**config.mk**
```make
export PLATFORM = sky130hd
export DESIGN_NAME = uart_cts_tx
export DESIGN_NICKNAME = d
export VERILOG_FILES = /design/src/rtl/uart_cts_tx_pkg.sv /design/src/rtl/cts_tx_fifo.sv /design/src/rtl/cts_tx_sync.sv /design/src/rtl/cts_tx_shifter.sv /design/src/rtl/uart_cts_tx.sv
export SDC_FILE = /design/constraint.sdc
export NUM_CORES = 1
export LEC_CHECK = 0
export BUFFER_PORTS_ARGS = -buffer_cell sky130_fd_sc_hd__buf_2
export CAP_MARGIN = 0
export CORE_MARGIN = 2
export CORE_UTILIZATION = 62
export DETAILED_ROUTE_END_ITERATION = 8
export HOLD_SLACK_MARGIN = 0.05
export PLACE_DENSITY = 0.78
export SYNTH_ARGS = -nofsm -noshare
export SYNTH_HDL_FRONTEND = slang
export SYNTH_SLANG_ARGS = --single-unit
```
**constraint.sdc**
```tcl
create_clock -name clk_i -period 4.8 [get_ports clk_i]
set_clock_uncertainty 0.15 [all_clocks]
set_input_delay 0.96 -clock clk_i [delete_from_list [all_inputs] [get_ports clk_i]]
set_output_delay 0.96 -clock clk_i [all_outputs]
set_load 0.005 [all_outputs]
```
**src/rtl/uart_cts_tx_pkg.sv**
```systemverilog
package uart_cts_tx_pkg;
  typedef enum logic [1:0] {
    ST_IDLE  = 2'd0,
    ST_START = 2'd1,
    ST_DATA  = 2'd2,
    ST_STOP  = 2'd3
  } tx_state_e;
endpackage

```
**src/rtl/cts_tx_fifo.sv**
```systemverilog
module cts_tx_fifo #(
  parameter int W     = 8,
  parameter int DEPTH = 64
) (
  input  logic         clk_i,
  input  logic         rst_ni,
  input  logic         push_i,
  input  logic [W-1:0] wdata_i,
  output logic         full_o,
  input  logic         pop_i,
  output logic [W-1:0] rdata_o,
  output logic         empty_o
);
  // DEPTH must be a power of two; pointers wrap naturally
  localparam int PTR_W = $clog2(DEPTH);

  logic [W-1:0]     mem_q [DEPTH];
  logic [PTR_W-1:0] wr_ptr_q, rd_ptr_q;
  logic [PTR_W:0]   count_q;

  assign full_o  = (count_q == (PTR_W+1)'(DEPTH));
  assign empty_o = (count_q == '0);
  assign rdata_o = mem_q[rd_ptr_q];

  always_ff @(posedge clk_i) begin
    if (push_i) mem_q[wr_ptr_q] <= wdata_i;
  end

  always_ff @(posedge clk_i or negedge rst_ni) begin
    if (!rst_ni) begin
      wr_ptr_q <= '0;
      rd_ptr_q <= '0;
      count_q  <= '0;
    end else begin
      if (push_i) wr_ptr_q <= wr_ptr_q + 1'b1;
      if (pop_i)  rd_ptr_q <= rd_ptr_q + 1'b1;
      case ({push_i, pop_i})
        2'b10:   count_q <= count_q + 1'b1;
        2'b01:   count_q <= count_q - 1'b1;
        default: count_q <= count_q;
      endcase
    end
  end

  a_r4_count_bound: assert property (@(posedge clk_i) disable iff (!rst_ni)
    count_q <= (PTR_W+1)'(DEPTH));
  a_r4_no_overflow: assert property (@(posedge clk_i) disable iff (!rst_ni)
    push_i |-> !full_o);
  a_r3_no_underflow: assert property (@(posedge clk_i) disable iff (!rst_ni)
    pop_i |-> !empty_o);
endmodule

```
**src/rtl/cts_tx_sync.sv**
```systemverilog
module cts_tx_sync #(
  parameter int STAGES = 2
) (
  input  logic clk_i,
  input  logic rst_ni,
  input  logic in_i,
  output logic out_o
);
  logic [STAGES-1:0] sync_q;

  // resets to 1: not clear to send
  always_ff @(posedge clk_i or negedge rst_ni) begin
    if (!rst_ni) sync_q <= '1;
    else         sync_q <= {sync_q[STAGES-2:0], in_i};
  end

  assign out_o = sync_q[STAGES-1];
endmodule

```
**src/rtl/cts_tx_shifter.sv**
```systemverilog
module cts_tx_shifter
  import uart_cts_tx_pkg::*;
#(
  parameter int W          = 8,
  parameter int OVERSAMPLE = 16
) (
  input  logic         clk_i,
  input  logic         rst_ni,
  input  logic         tick_i,
  input  logic         allow_i,
  input  logic         have_data_i,
  input  logic [W-1:0] data_i,
  output logic         load_o,
  output logic         tx_o,
  output logic         busy_o
);
  localparam int CNT_W = $clog2(OVERSAMPLE);
  localparam int IDX_W = $clog2(W);
  localparam logic [CNT_W-1:0] MID  = CNT_W'(OVERSAMPLE/2 - 1);
  localparam logic [CNT_W-1:0] LAST = CNT_W'(OVERSAMPLE - 1);
  localparam logic [IDX_W-1:0] TOP  = IDX_W'(W - 1);

  tx_state_e        state_q;
  logic [CNT_W-1:0] cnt_q;
  logic [IDX_W-1:0] idx_q;
  logic [W-1:0]     shreg_q;
  logic             tx_q;
  logic             go_q;   // stop-bit midpoint decision
  logic             bit_end;

  assign bit_end = tick_i && (cnt_q == LAST);
  assign load_o  = (state_q == ST_IDLE && have_data_i && allow_i) ||
                   (state_q == ST_STOP && bit_end && have_data_i && go_q);
  assign tx_o    = tx_q;
  assign busy_o  = (state_q != ST_IDLE);

  always_ff @(posedge clk_i or negedge rst_ni) begin
    if (!rst_ni) begin
      state_q <= ST_IDLE;
      cnt_q   <= '0;
      idx_q   <= '0;
      shreg_q <= '0;
      tx_q    <= 1'b1;
      go_q    <= 1'b0;
    end else begin
      case (state_q)
        ST_IDLE: begin
          if (load_o) begin
            state_q <= ST_START;
            shreg_q <= data_i;
            cnt_q   <= '0;
            tx_q    <= 1'b0;
          end
        end
        ST_START: begin
          if (bit_end) begin
            cnt_q   <= '0;
            idx_q   <= '0;
            state_q <= ST_DATA;
            tx_q    <= shreg_q[0];
          end else if (tick_i) begin
            cnt_q <= cnt_q + 1'b1;
          end
        end
        ST_DATA: begin
          if (bit_end) begin
            cnt_q <= '0;
            if (idx_q == TOP) begin
              state_q <= ST_STOP;
              tx_q    <= 1'b1;
            end else begin
              idx_q   <= idx_q + 1'b1;
              shreg_q <= shreg_q >> 1;
              tx_q    <= shreg_q[1];
            end
          end else if (tick_i) begin
            cnt_q <= cnt_q + 1'b1;
          end
        end
        ST_STOP: begin
          if (tick_i && cnt_q == MID) go_q <= allow_i;
          if (bit_end) begin
            cnt_q <= '0;
            if (load_o) begin
              state_q <= ST_START;
              shreg_q <= data_i;
              tx_q    <= 1'b0;
            end else begin
              state_q <= ST_IDLE;
            end
          end else if (tick_i) begin
            cnt_q <= cnt_q + 1'b1;
          end
        end
        default: state_q <= ST_IDLE;
      endcase
    end
  end

  a_r2_idle_high: assert property (@(posedge clk_i) disable iff (!rst_ni)
    state_q == ST_IDLE |-> tx_q);
  a_r2_start_low: assert property (@(posedge clk_i) disable iff (!rst_ni)
    state_q == ST_START |-> !tx_q);
  a_r2_hold_without_tick: assert property (@(posedge clk_i) disable iff (!rst_ni)
    (!tick_i && state_q != ST_IDLE) |=> $stable(cnt_q));
  a_r11_stay_idle: assert property (@(posedge clk_i) disable iff (!rst_ni)
    (state_q == ST_IDLE && !allow_i) |=> state_q == ST_IDLE);
  a_r5_back_to_back: assert property (@(posedge clk_i) disable iff (!rst_ni)
    (state_q == ST_STOP && bit_end && go_q && have_data_i) |=> state_q == ST_START);
  a_r6_blocked_ends: assert property (@(posedge clk_i) disable iff (!rst_ni)
    (state_q == ST_STOP && bit_end && !go_q) |=> state_q == ST_IDLE);
endmodule

```
**src/rtl/uart_cts_tx.sv**
```systemverilog
module uart_cts_tx #(
  parameter int DATA_W      = 8,
  parameter int FIFO_DEPTH  = 64,
  parameter int OVERSAMPLE  = 16,
  parameter int SYNC_STAGES = 2
) (
  input  logic              clk_i,
  input  logic              rst_ni,
  input  logic              wr_valid_i,
  input  logic [DATA_W-1:0] wr_data_i,
  output logic              wr_ready_o,
  input  logic              baud_tick_i,
  input  logic              cts_ni,
  input  logic              auto_cts_en_i,
  output logic              tx_o,
  output logic              busy_o
);
  logic              full, empty, push, pop, cts_n_sync, allow;
  logic [DATA_W-1:0] head;

  assign wr_ready_o = !full;
  assign push       = wr_valid_i && !full;
  assign allow      = !auto_cts_en_i || !cts_n_sync;

  cts_tx_fifo #(.W(DATA_W), .DEPTH(FIFO_DEPTH)) u_fifo (
    .clk_i   (clk_i),
    .rst_ni  (rst_ni),
    .push_i  (push),
    .wdata_i (wr_data_i),
    .full_o  (full),
    .pop_i   (pop),
    .rdata_o (head),
    .empty_o (empty)
  );

  cts_tx_sync #(.STAGES(SYNC_STAGES)) u_sync (
    .clk_i  (clk_i),
    .rst_ni (rst_ni),
    .in_i   (cts_ni),
    .out_o  (cts_n_sync)
  );

  cts_tx_shifter #(.W(DATA_W), .OVERSAMPLE(OVERSAMPLE)) u_shift (
    .clk_i       (clk_i),
    .rst_ni      (rst_ni),
    .tick_i      (baud_tick_i),
    .allow_i     (allow),
    .have_data_i (!empty),
    .data_i      (head),
    .load_o      (pop),
    .tx_o        (tx_o),
    .busy_o      (busy_o)
  );
endmodule

```
==> metrics.md, run 1 <==
| Metric | Value |
|---|---|
| Outcome | finished, final reports clean |
| Ant diodes | 0 |
| Largest net degree at the start of global routing | 65 |
| Worst endpoint data arrival time | 3.93 ns |
| First-pass GRT wire length | 70800 um |
| Async set-reset flop share out of synthesis | 7.25% |
| Power Dens Cells | 556 nW/um^2 |
| Post-synth EDFFs | 512 |
| Worst Path Required | 5.16 ns |
| Max Buffers Root-to-Sink | 3 |
| Via Count | 11500 |
| Vias in the first global route | 11400 |
| Hold slack | 0.207 ns |
| FF+latch count, synth | 552 |
| WL final | 47300 um |
| CTS tree | done |
| Clock-pin transition on the worst setup and hold timing paths | 0.06 ns |
| Share of cells above drive strength 1 | 19.2% |
| R2R Path End | u_fifo.count_q[6] |
| Hold EP | u_sync.sync_q[1] |
| GRT Resource Usage Total | 25.4% |
| Crit-path max FO | 14 |
| Hold_buf cts | 0 |
| Detailed Place HPWL | 28100 um |
| PortBufs | 16 |
| DRC | 0 |
| Place WS | 0.922 ns |
| CTS Buf Count | 54 |
| Fillers | 2202 |
| Die Footprint | 37700 um^2 |
| Setup_tns | 0 ns |
| Iter 0 DRT Violations | 1211 |
| Slowest stage cell, crit path | ha_1 |
| Flop-to-flop setup slack | 1.23 ns |
| Period utilisation layout | 74.4% |
| Worst Tran Pin Value | 1.26 ns |
| First drt pass iteration count | 7 |
| Cell count after synthesis | 1221 |
| Tot Pwr | 0.0137 W |
| Fin. Hold Viols | 0 |
| RePlAce Congestion | 0.851 |
| Hold Path Origin | u_sync.sync_q[0] |
| Final ANT Viol Nets | 0 |
| Congestion Overflow GR | 0 |
| Post-layout net count | 1271 |
| Worst vdd ir | 432 uV |
| Post-Syn Area | 22400 um^2 |
| RSZ-0062 raised after global routing | false |
| Synth Warn # | 0 |
| Hold Path Class | flip-flop to flip-flop |
| CTS root buffer | clkbuf_16 |
| Cells along the critical path | nor2_1 -> nand4_1 -> and2_1 -> inv_1 -> ha_1 -> xor2_1 -> ha_1 -> and3b_1 -> o21ai_0 -> a31oi_1 -> o21ai_0 -> o21ba_2 -> xor2_1 |
| CP startpoint kind | flip-flop |
| Fin crit period | 3.57 ns |
| Maxcap violations | 0 |
| Cell Rows | 69 |
| Post-CTS Resized | 0 |
| CTS Sinks | 552 |
| Core Region | 35600 um^2 |
| Num ports | 17 |
| CP peak stage delay | 0.49 ns |
| Slew headroom | 15.7% |
| R2R cell count | 13 |
| WHS Path Cells | 0 |
| Sequential share of the synthesized area | 73.0% |
| Setup violators final | 0 |
| Finished Layout Cells | 1749 |
| Fmax | 0.280 GHz |
| Top_reg_cell synth | edfxtp_1 |
| PnR worst setup slack | 1.23 ns |
| Distinct cells, synth | 56 |
| Initial antenna violation count | 1 |
| Setup Fix Bufs, Post-CTS | 0 |
| Initial Util | 63.1% |
| Critical path type | flip-flop to flip-flop |
| Die W | 194 um |
| Vias per std cell | 6.55 |
| Clk_lat worst skew | 0.60 ns |
| Die height | 194 um |
| Post-synthesis net count | 1249 |
| Syn Area/Cell | 18.4 um^2 |
| Final Max Tran Viols | 0 |
| RR Startpoint | u_fifo.count_q[3] |
| Drt wl/cell | 27.0 um |
| Pleak | 8.01 nW |
| H-tree depth | 2 |
| Layout area overhead | 9.40% |
| Placed insts | 1648 |
| Crit. End Element | flip-flop |
-- worst max-delay path by stage --
stage	slack [ns]	startpoint	end	cells past startpoint
final	1.23	u_fifo.count_q[3]	u_fifo.count_q[6]	13
after global routing	0.96	u_fifo.count_q[3]	u_fifo.count_q[6]	13
after CTS	1.32	u_fifo.count_q[3]	u_fifo.count_q[6]	13
after detailed placement	0.92	baud_tick_i	u_fifo.count_q[6]	13
after global placement	1.0	baud_tick_i	u_fifo.count_q[6]	13
after floorplan	0.94	baud_tick_i	u_fifo.count_q[6]	15
-- worst max-delay path: cells and delay by family, from the launching register on --
kind	cells	cell delay, ns
compound gates	4	0.74
simple gates	4	0.97
flops	1	0.45
xor+xnor	2	0.27
buf+inv	1	0.21
fa+ha+maj	2	0.71
-- where the power goes --
group	internal (W)	switching, W
Sequential	0.00556	0.000417
Combinational	0.00163	0.00193
Clock	0.00235	0.00176
-- sequential cells by signal, indices dropped and copies added (netlist names), 2 cells and up --
signal and flops:
u_fifo.count_q 7, u_fifo.mem_q 512, u_fifo.rd_ptr_q 6, u_fifo.wr_ptr_q 6, u_shift.cnt_q 4, u_shift.idx_q 3
u_shift.shreg_q 8, u_shift.state_q 2, u_sync.sync_q 2
-- metrics by stage --
stage / instance area (um^2) / util, %
detailed placement: 22800 / 64.1
finish: 24500 / 69.0
global route: 24500 / 69.0
global placement: 22800 / 64.1
CTS: 24500 / 69.0
floorplan: 22400 / -
-- cell usage after synthesis (all sizes together) (3+ instances only) --
master  number  area, um^2
mux4        99        2230
o21ai       16        80.1
a31oi       12        75.1
o41ai        3        33.8
a21oi       16        80.1
nor3         6        35.0
edfxtp     512       15400
mux2        22         248
mux2i       82         821
dfstp        3        78.8
o211ai      14         105
and2         4        25.0
ha          14         175
a22o        11        96.3
nand4        4        25.0
clkbuf      17        63.8
xnor2       12         105
and3         4        25.0
nand2       67         251
a211oi      10        80.1
or2          3        18.8
inv         10        37.5
nand3       13        65.1
or4          7        52.6
buf         50         413
nor2b       10        62.6
o32a         5        50.1
nand2b       6        37.5
xor2         5        43.8
nor2       100         375
dfrtp       37         926
o22ai       22         138
nor3b        3        22.5
-- cell usage in the layout, fill, tap and decap left out, drive strengths merged, types with 22 or more instances in the layout --
master and n:
o22ai 22, mux2 22, nand2 67, edfxtp 512, mux4 99, nor2 100
clkbuf 73, buf 33, mux2i 82, dfrtp 37
-- layout make-up --
| cell class | instances | area (um^2) | share of cell area, % |
|---|---|---|---|
| well taps | 461 | 577 | 2.35 |
| flip-flops and latches | 552 | 16400 | 66.8 |
| multi-input cells | 592 | 5540 | 22.6 |
| inverters | 10 | 37.5 | 0.153 |
| clock inverters | 28 | 273 | 1.11 |
| clock buffers | 73 | 1450 | 5.92 |
| repair buffers | 33 | 270 | 1.10 |
-- logic make-up (layout without fill, tap and decap cells) --
kind of cell	Yosys count	in the layout	share of synthesized area (%)
and+or+nand+nor	237	237	4.80
adders and majority gates	14	14	0.781
DFF	552	552	73.0
AOI/OAI and AO/OA	121	121	3.75
xor gates and xnor gates	17	17	0.664
muxes	203	203	14.7
buffers and inverters	77	144	2.29
-- metal layers --
layer	vias to the layer above	global-route usage [%]	part of all wire (%)
met3	99	5.11	8.7
met4	2	9.40	3.1
met2	556	40.1	49
met1	5875	35.9	39
li1	4922	-	-
met5	-	0	0.028
Power figures use the tool's default switching activity.
==> run 2: changes to the inputs <==
--- a/config.mk
+++ b/config.mk
@@ -8,10 +8,10 @@
 export BUFFER_PORTS_ARGS = -buffer_cell sky130_fd_sc_hd__buf_2
 export CAP_MARGIN = 0
 export CORE_MARGIN = 2
-export CORE_UTILIZATION = 62
+export CORE_UTILIZATION = 57
 export DETAILED_ROUTE_END_ITERATION = 8
 export HOLD_SLACK_MARGIN = 0.05
-export PLACE_DENSITY = 0.78
+export PLACE_DENSITY = 0.76
 export SYNTH_ARGS = -nofsm -noshare
 export SYNTH_HDL_FRONTEND = slang
 export SYNTH_SLANG_ARGS = --single-unit
==> constraint.sdc (replaced) <==
create_clock -name clk_i -period 3.05 [get_ports clk_i]
set_clock_uncertainty 0.15 [all_clocks]
set_input_delay 0.61 -clock clk_i [delete_from_list [all_inputs] [get_ports clk_i]]
set_output_delay 0.61 -clock clk_i [all_outputs]
set_load 0.005 [all_outputs]
==> run 2 against run 1 <==
Maximum frequency grew 22%. Sequential power grew 55%. Critical path depth shrank 6. Sequential share of layout area shrank 2.8 points. Combinational power grew 73%. First-iteration DRC count grew 3.3%. Hold slack lost 0.11 ns. Largest cell class unchanged. Global-route usage shrank 1.2 points. Flip-flop and latch count is the same.
==> metrics.md, run 2 (synthesis gave the netlist of run 1 again) <==
| Metric | Value |
|---|---|
| Outcome | finished, final reports clean |
| Commonest non-fill, non-tap cell in the layout | edfxtp_1 |
| First-pass GRT wire length | 73600 um |
| PortBufs | 16 |
| Power Dens Cells | 869 nW/um^2 |
| Max Buffers Root-to-Sink | 3 |
| Die Footprint | 41000 um^2 |
| Cells along the critical path | buf_4 -> mux4_2 -> mux2i_1 -> nand2_1 -> o211ai_1 -> a22o_1 -> a31oi_1 |
| CTS tree | done |
| Met1 Use GR | 34.2% |
| Post-layout net count | 1379 |
| GRT Resource Usage Total | 24.3% |
| Final ANT Viol Nets | 0 |
| Largest net degree at the start of global routing | 65 |
| Core Region | 38700 um^2 |
| Met2 Resource Use GR | 38.3% |
| Iter 0 DRT Violations | 1251 |
| Worst vdd ir | 562 uV |
| Crit. End Element | flip-flop |
| Setup violators final | 0 |
| Hold slack | 0.0939 ns |
| GR Util met3 | 4.37% |
| Worst Path Required | 3.31 ns |
| Clk_lat worst skew | 0.60 ns |
| Num ports | 17 |
| Share of cells above drive strength 1 | 27.1% |
| Congestion Overflow GR | 0 |
| Ant diodes | 0 |
| Worst endpoint data arrival time | 3.17 ns |
| CP startpoint kind | flip-flop |
| Cell Rows | 72 |
| Pleak | 8.66 nW |
| Drt wl/cell | 25.3 um |
| Via Count | 11900 |
| Crit-path max FO | 40 |
| Initial Util | 57.9% |
| Commonest non-fill, non-tap cells in the layout | 512 x edfxtp_1, 113 x buf_4, 99 x nor2_1, 99 x mux4_2, 82 x mux2i_1 |
| Vias in the first global route | 12000 |
| Die height | 202 um |
| Detailed Place HPWL | 30300 um |
| Slowest stage cell, crit path | dfrtp_4 |
| H-tree depth | 2 |
| Period utilisation layout | 95.6% |
| Largest register FFs | 512 |
| Tot Pwr | 0.0223 W |
| Fin. Hold Viols | 0 |
| DRC | 0 |
| Die W | 202 um |
| Grt peak-use layer | met2 |
| Initial antenna violation count | 1 |
| CTS root buffer | clkbuf_16 |
| RePlAce Congestion | 0.905 |
| Largest reg by FF count | u_fifo.mem_q |
| Final Max Tran Viols | 0 |
| Hold Path Class | input pin to flip-flop |
| WL final | 48400 um |
| Critical path type | flip-flop to flip-flop |
| Largest registers | u_fifo.mem_q x512, u_shift.shreg_q x8, u_fifo.count_q x7 |
| First drt pass iteration count | 5 |
| CTS Buf Count | 54 |
| CP peak stage delay | 0.91 ns |
| Layout area overhead | 14.3% |
| CTS Sinks | 552 |
| Clock-pin transition on the worst setup and hold timing paths | 0.06 ns |
| RSZ-0062 raised after global routing | false |
| Fillers | 2497 |
| Maxcap violations | 0 |
| Fmax | 0.343 GHz |
| Worst Tran Pin Value | 0.946 ns |
| Vias per std cell | 6.20 |
| Fin crit period | 2.92 ns |
| Slew headroom | 37.0% |
==> run 2: cell types whose count changed in the layout (fill, tap and decap cells not counted), sizes merged <==
cell,previous run,this run
clkbuf,73,64
bufinv,4,8
buf,33,139
clkinv,20,22
clkinvlp,3,4
dlygate4sd3,0,2
==> run 2: worst max-delay path, delay by kind of cell, from the launching register on <==
family	cells	cell delay, ns
flops	1	0.91
mux	2	0.62
compound gates	3	0.55
buf+inv	1	0.34
simple gates	1	0.12
==> run 2: cell type report <==
type | count | area (um^2) | share of cell area (%)
Multi-Input combinational cell | 592 | 5580 | 21.8
Tap cell | 518 | 648 | 2.53
Sequential cell | 552 | 16400 | 64.0
Clock buffer | 64 | 1440 | 5.62
Inverter | 10 | 37.5 | 0.146
Clock inverter | 35 | 383 | 1.49
Timing Repair Buffer | 141 | 1150 | 4.48
==> run 2: worst paths after layout <==
check	from	end	slack, ns	depth (start not counted)
worst max-delay path	u_fifo.rd_ptr_q[2]	u_shift.shreg_q[1]	0.13	7
worst min-delay path	auto_cts_en_i	u_shift.go_q	0.09	2
worst max register to register	u_fifo.rd_ptr_q[2]	u_shift.shreg_q[1]	0.13	7
worst min register to register	u_sync.sync_q[0]	u_sync.sync_q[1]	0.21	0
max in group asynchronous	rst_ni	u_fifo.rd_ptr_q[1]	1.49	2
min in group asynchronous	rst_ni	u_fifo.count_q[5]	0.57	2
==> run 2: routing by layer <==
metal  vias to the layer above  share of wire [%]
li1                       5124                  -
met1                      6072                 40
met2                       546                 48
met3                       106                8.1
met4                         2                3.7
met5                         -              0.017
==> run 2: power breakdown <==
part           internal [W]  switching (W)
Clock               0.00404        0.00275
Combinational       0.00291        0.00328
Sequential          0.00875       0.000539
Total                0.0157        0.00657
==> run 2: timing repair <==
item,in CTS,in global routing
buffers inserted,0,2
setup endpoints to repair,0,2
hold endpoints to repair,22,0
hold buffers,2,0
gates resized for setup,0,10
==> run 2: stage by stage <==
step	setup TNS, ns	util, %	instance area [um^2]	worst slack (ns)	std cells
floorplan	-0.0813	-	22500	-0.0813	1221
global placement	0	61.3	23800	0.0780	1809
detailed placement	0	61.3	23800	0.0668	1809
CTS	0	66.1	25600	0.0694	1910
global route	0	66.2	25600	0.0164	1912
finish	0	66.2	25600	0.135	1912
